`config.mk`:
```
export PLATFORM = sky130hd
export DESIGN_NAME = sextant_angle_est
export DESIGN_NICKNAME = d
export VERILOG_FILES = /design/src/rtl/sextant_pkg.sv /design/src/rtl/sextant_ctrl.sv /design/src/rtl/sextant_datapath.sv /design/src/rtl/sextant_angle_est.sv
export SDC_FILE = /design/constraint.sdc
export NUM_CORES = 1
export LEC_CHECK = 0
export BUFFER_PORTS_ARGS = -buffer_cell sky130_fd_sc_hd__buf_2
export CORE_MARGIN = 1
export CORE_UTILIZATION = 28
export CTS_CLUSTER_DIAMETER = 80
export DETAILED_ROUTE_END_ITERATION = 10
export PLACE_DENSITY = 0.42
export SLEW_MARGIN = 5
export SYNTH_ARGS = -nofsm -noshare
export SYNTH_HDL_FRONTEND = slang
export SYNTH_SLANG_ARGS = --single-unit
export TNS_END_PERCENT = 10
```
`constraint.sdc`:
```
create_clock -name clk -period 9.79 [get_ports clk]
set_input_delay 0.4895 -clock clk [delete_from_list [all_inputs] [get_ports clk]]
set_output_delay 0.4895 -clock clk [all_outputs]
set_load 0.01 [all_outputs]
```
`src/rtl/sextant_pkg.sv`:
```
package sextant_pkg;
  // strobes from the sequencer to the arithmetic
  typedef struct packed {
    logic load;    // capture operands from the ports
    logic step;    // one restoring-division iteration
    logic finish;  // form and register the angle
  } ctrlStrobes_t;
endpackage

```
`src/rtl/sextant_ctrl.sv`:
```
module sextant_ctrl
  import sextant_pkg::*;
#(
  parameter int QW = 13
) (
  input  logic         clk,
  input  logic         rstN,
  input  logic         inValid,
  output ctrlStrobes_t strobes,
  output logic         busy,
  output logic         outValid
);
  localparam int CNT_W = $clog2(QW + 1);
  localparam logic [CNT_W-1:0] LAST = CNT_W'(QW);

  logic             running;
  logic [CNT_W-1:0] cnt;

  always_comb begin
    strobes.load   = inValid & ~running;
    strobes.step   = running & (cnt != LAST);
    strobes.finish = running & (cnt == LAST);
  end

  always_ff @(posedge clk or negedge rstN) begin
    if (!rstN) begin
      running  <= 1'b0;
      cnt      <= '0;
      outValid <= 1'b0;
    end else begin
      outValid <= strobes.finish;
      if (strobes.load) begin
        running <= 1'b1;
        cnt     <= '0;
      end else if (running) begin
        if (cnt == LAST) running <= 1'b0;
        else             cnt     <= cnt + 1'b1;
      end
    end
  end

  assign busy = running;
endmodule

```
`src/rtl/sextant_datapath.sv`:
```
module sextant_datapath
  import sextant_pkg::*;
#(
  parameter int DATA_W  = 16,
  parameter int ANGLE_W = 16
) (
  input  logic                      clk,
  input  logic                      rstN,
  input  ctrlStrobes_t              strobes,
  input  logic signed [DATA_W-1:0]  phaseA,
  input  logic signed [DATA_W-1:0]  phaseB,
  input  logic signed [DATA_W-1:0]  phaseC,
  output logic [ANGLE_W-1:0]        angle,
  output logic                      degenerate
);
  localparam int QW    = ANGLE_W - 3;
  localparam int DEN_W = DATA_W + 1;
  localparam int P_W   = DATA_W + 2;
  localparam logic [ANGLE_W-1:0] QUARTER = ANGLE_W'(1) << (ANGLE_W - 2);
  localparam logic [ANGLE_W-1:0] CLAMP   = QUARTER / 3;

  function automatic logic [ANGLE_W-1:0] centerOf(input int k);
    longint num;
    num = (longint'(2 * k + 1) << ANGLE_W) + 6;
    return ANGLE_W'(num / 12);
  endfunction

  localparam logic [ANGLE_W-1:0] BASE0 = centerOf(0);
  localparam logic [ANGLE_W-1:0] BASE1 = centerOf(1);
  localparam logic [ANGLE_W-1:0] BASE2 = centerOf(2);
  localparam logic [ANGLE_W-1:0] BASE3 = centerOf(3);
  localparam logic [ANGLE_W-1:0] BASE4 = centerOf(4);
  localparam logic [ANGLE_W-1:0] BASE5 = centerOf(5);

  // ordering and operand selection
  logic [2:0]               orderCode, region;
  logic                     flat;
  logic signed [DATA_W-1:0] mid, hi, lo;
  logic signed [DATA_W:0]   spread, midExt;
  logic [DATA_W:0]          midMag;
  logic [DATA_W+2:0]        mag3;
  logic                     clampNow;

  always_comb begin
    orderCode = {phaseA > phaseB, phaseB > phaseC, phaseC > phaseA};
    flat   = 1'b0;
    region = 3'd0;
    mid = phaseB; hi = phaseA; lo = phaseC;
    unique case (orderCode)
      3'b110: begin region = 3'd0; mid = phaseB; hi = phaseA; lo = phaseC; end
      3'b010: begin region = 3'd1; mid = phaseA; hi = phaseB; lo = phaseC; end
      3'b011: begin region = 3'd2; mid = phaseC; hi = phaseB; lo = phaseA; end
      3'b001: begin region = 3'd3; mid = phaseB; hi = phaseC; lo = phaseA; end
      3'b101: begin region = 3'd4; mid = phaseA; hi = phaseC; lo = phaseB; end
      3'b100: begin region = 3'd5; mid = phaseC; hi = phaseA; lo = phaseB; end
      default: begin flat = 1'b1; mid = phaseA; hi = phaseA; lo = phaseA; end
    endcase
    spread   = {hi[DATA_W-1], hi} - {lo[DATA_W-1], lo};
    midExt   = {mid[DATA_W-1], mid};
    midMag   = midExt[DATA_W] ? DEN_W'(-midExt) : DEN_W'(midExt);
    mag3     = {2'b00, midMag} + {1'b0, midMag, 1'b0};
    clampNow = mag3 > {2'b00, spread};
  end

  // operand and divider registers
  logic [P_W-1:0]     remR;
  logic [QW-1:0]      quotR;
  logic [DEN_W-1:0]   denR;
  logic [2:0]         regionR;
  logic               clampR, flatR, negR;
  logic [P_W-1:0]     shifted;
  logic               fits;

  always_comb begin
    shifted = {remR[P_W-2:0], 1'b0};
    fits    = shifted >= {1'b0, denR};
  end

  // result formation
  logic [ANGLE_W-1:0] base, term, sum;

  always_comb begin
    unique case (regionR)
      3'd0:    base = BASE0;
      3'd1:    base = BASE1;
      3'd2:    base = BASE2;
      3'd3:    base = BASE3;
      3'd4:    base = BASE4;
      default: base = BASE5;
    endcase
    if (flatR)       term = '0;
    else if (clampR) term = CLAMP;
    else             term = ANGLE_W'(quotR);
    if (flatR)       sum = '0;
    else if (negR)   sum = base - term;
    else             sum = base + term;
  end

  always_ff @(posedge clk or negedge rstN) begin
    if (!rstN) begin
      remR <= '0; quotR <= '0; denR <= '0; regionR <= '0;
      clampR <= 1'b0; flatR <= 1'b0; negR <= 1'b0;
      angle <= '0; degenerate <= 1'b0;
    end else begin
      if (strobes.load) begin
        remR    <= {midMag, 1'b0};
        quotR   <= '0;
        denR    <= DEN_W'(spread);
        regionR <= region;
        clampR  <= clampNow;
        flatR   <= flat;
        negR    <= region[0] ^ mid[DATA_W-1];
      end else if (strobes.step) begin
        remR  <= fits ? shifted - {1'b0, denR} : shifted;
        quotR <= {quotR[QW-2:0], fits};
      end
      if (strobes.finish) begin
        angle      <= sum;
        degenerate <= flatR;
      end
    end
  end
endmodule

```
`src/rtl/sextant_angle_est.sv`:
```
module sextant_angle_est
  import sextant_pkg::*;
#(
  parameter int DATA_W  = 16,
  parameter int ANGLE_W = 16
) (
  input  logic                     clk,
  input  logic                     rstN,
  input  logic                     inValid,
  input  logic signed [DATA_W-1:0] phaseA,
  input  logic signed [DATA_W-1:0] phaseB,
  input  logic signed [DATA_W-1:0] phaseC,
  output logic                     busy,
  output logic                     outValid,
  output logic [ANGLE_W-1:0]       angle,
  output logic                     degenerate
);
  localparam int QW = ANGLE_W - 3;

  ctrlStrobes_t strobes;

  sextant_ctrl #(.QW(QW)) ctrl (
    .clk(clk), .rstN(rstN), .inValid(inValid),
    .strobes(strobes), .busy(busy), .outValid(outValid)
  );

  sextant_datapath #(.DATA_W(DATA_W), .ANGLE_W(ANGLE_W)) dp (
    .clk(clk), .rstN(rstN), .strobes(strobes),
    .phaseA(phaseA), .phaseB(phaseB), .phaseC(phaseC),
    .angle(angle), .degenerate(degenerate)
  );
endmodule

```
==> impl_results.md <==
* Outcome: finished, final reports clean
* DRC at 0
* Critical path buffer and inverter count at 3
* Register area share after synthesis at 0.210
* Sw Ratio at 0.491
* Die span in x at 182 um
* Maximum clock path buffer count at 2
* Seq cells post-synth at 76
* Top_reg_cell synth: dfrtp_1
* Fin crit share at 0.833
* Via/cell ratio at ~5
* Slew margin rel. at 0.249
* Largest net degree at the start of global routing at between 60 and 70
* Routed wire per std cell at about 17 um
* Slowest CP cell: a222oi_1
* Die height at ~180 um
* CP dominant cell by count: a21oi_1
* Post-CTS resize count at 0
* Hold worst-path end: dp.degenerate
* Row count at 65
* Flop pwr share at 0.150
* Detailed Place HPWL at around 22 mm
* Core box area at 31600 sq um
* Highest clock rate at between 0.1 and 0.15 GHz
* Worst setup path category: primary input to flop
* Ys async rst share at 1.00
* Crit path launch type: primary input
* R2r startpoint: dp.clampR
* Netlist cell types at between 60 and 70
* Total Neg Setup Slack at 0 ps
* Cell family with most CP delay: compound AO/OA/AOI/OAI gates
* Port Buffers at slightly below 70
* Worst reg2reg setup slack at ~5000 ps
* Layout Nets at between 1000 and 1500
* Routability cong. at around 0.83
* Fin. max-slew vios at 0
* DRT Wirelength at about 28 mm
* Final Critical Period at about 8200 ps
* Setup ws final at 1640 ps
* RSZ-0062 raised after global routing: no
* Hold path start: dp.degenerate
* Die area at about 33000 sq um
* Area growth from synthesis to final layout at 12.3%
* Clock sink count at 76
* CP endpoint kind: flop
* Hold Crit Class: flop to flop
* CP Max Fanout at 17
* Mean Syn Cell Area at approximately 7.9 sq um
* Clock skew after layout at around 10 ps
* H-tree levels at 3
* Critical register-to-register path endpoint: dp.angle[15]
* DRT antenna net count at 0
* Syn Inst Count at 1143
* CP peak stage delay at about 800 ps
* Synth Cell Area at 9050 sq um
* # diodes at 0
* Root Driver: clkbuf_16
* Post-Route Hold Slack at roughly 470 ps
* Vias in the first global route at ~8100
* Synth warn at 0
* Share of layout cells above drive strength 1 at 0.108
* Fin. Hold Viols at 0
* IO Pins at 70
* Hold depth at 2
* Internal at roughly 2100 uW
* Initial core utilization at 0.286
* DR iter-0 viols at between 400 and 500
* Global-route wire length before repair at ~45 mm
* Combinational share of power at 0.762
* Max-cap violations at 0
* Final setup violation count at 0
* TritonCTS Buffers at 9
* Initial antenna violation count at 1
* Max IR drop VDD at 0.202 mV
* DP Worst Slack at roughly 1300 ps
* Power Density at 399 nW/um^2
* EDFF count, synth at 0
* Clk pin slew, worst setup/hold paths at about 70 ps
* Worst endpoint required time at about 10000 ps
* DR pass1 iterations at 6
* Clk_lat worst skew at between 300 and 400 ps
* Global route overflow at 0
* CP arrival at 8390 ps
* Via count at ~8000
* Clock network power share at 0.088
* TritonCTS clock tree: built
* Overall Global Routing Usage at 0.172
* Leakage power at around 0.0050 uW
* Switch Pwr at approximately 2000 uW
* Worst reg-to-reg path cell count at 17
* Worst slew pin tran at about 1100 ps
synthesized netlist by cell type (28+ instances only):
master,n,area [sq um]
a21o_1,28,210
o21ai_0,69,345
clkbuf_1,39,146
inv_1,104,390
xnor2_1,43,377
dfrtp_1,76,1900
ha_1,135,1690
nand3_1,35,175
a21oi_1,94,470
xor2_1,30,263
nor3_1,28,140
nor2_1,95,357
nand2_1,100,375
area by class of cell:
| type | count | area [sq um] |
|---|---|---|
| fill | 3377 | 21500 |
| multi-input combinational | 920 | 6600 |
| tap | 402 | 503 |
| sequential | 76 | 1900 |
| inverter | 104 | 390 |
| timing repair buffer | 84 | 463 |
| clock inverter | 6 | 70.1 |
| clock buffer | 10 | 239 |
repair_timing:
action | in CTS | in global routing
setup buffers | 0 | 0
hold endpoints to repair | 15 | 0
hold buffers | 1 | 0
tightest hold or removal path, stage by stage, from the launching register on:
cell and delay, ps:
dfrtp_1 340, nand2_1 50, nand2_1 60
through the flow:
step	instance area [sq um]	utilization	total power [uW]	std cells
final	10200	0.321	4060	1602
after global routing	10200	0.321	4560	1602
after CTS	10200	0.321	4110	1602
after detailed placement	9850	0.311	3730	1585
after global placement	9850	0.311	3740	1585
after floorplan	9050	-	3030	1145
worst max-delay path by stage:
stage	startpoint	depth (start not counted)	slack, ps	to
after CTS	phaseA[8]	34	1640	dp.clampR
final	phaseA[8]	34	1640	dp.clampR
after detailed placement	phaseA[8]	34	1300	dp.clampR
after global routing	phaseA[8]	34	1000	dp.clampR
after floorplan	phaseA[5]	34	2400	dp.clampR
after global placement	phaseA[8]	34	1430	dp.clampR
layout by cell type (no fill, tap or decap), types with 8 or more instances in the layout:
cell and instances:
xnor2_1 43, nor3_1 27, ha_1 135, o31ai_1 15
a22o_1 27, buf_4 15, a21o_1 28, a222oi_1 14
o21a_1 8, mux2i_1 18, o21bai_1 13, nor2_1 94
a221o_1 14, a21oi_1 94, a31oi_1 10, nand4_1 11
xor2_1 30, dfrtp_1 76, clkbuf_16 9, nand2b_1 19
nand3_1 35, buf_2 68, o21ai_0 67, nand2_1 100
nor2b_1 12, a22oi_1 12, inv_1 104
per-layer routing:
layer  wire, um  GRT usage  up-vias
li1           -          -     4213
met1      12900      0.224     3774
met2      13100      0.292      148
met3        920     0.0227       33
met4        646     0.0566        2
met5         13          0        -
registers in the layout, summed over array words and instances, names as in the netlist:
name,cells
dp.negR,1
dp.quotR,13
dp.clampR,1
dp.flatR,1
dp.angle,16
dp.denR,17
ctrl.cnt,4
ctrl.busy,1
dp.remR,17
ctrl.outValid,1
dp.degenerate,1
dp.regionR,3
power by group through the flow:
| stage | Combinational, uW | Clock, uW | Sequential, uW |
|---|---|---|---|
| 3_5_place_dp | 3110 | 0 | 617 |
| 2_1_floorplan | 2450 | 0 | 577 |
| 5_1_grt | 3550 | 381 | 635 |
| 4_1_cts | 3130 | 370 | 612 |
| 6_report | 3090 | 358 | 609 |
| 3_3_place_gp | 3120 | 0 | 618 |
logic make-up after synthesis:
group | Yosys count | share of synthesized area
adders and majority gates | 139 | 0.196
buffers and inverters | 149 | 0.0632
other | 1 | 0.000414
DFF | 76 | 0.210
muxes | 24 | 0.0282
and+or+nand+nor | 340 | 0.179
AOI/OAI and AO/OA | 341 | 0.253
xor gates and xnor gates | 73 | 0.0707
Power figures use the tool's default switching activity.
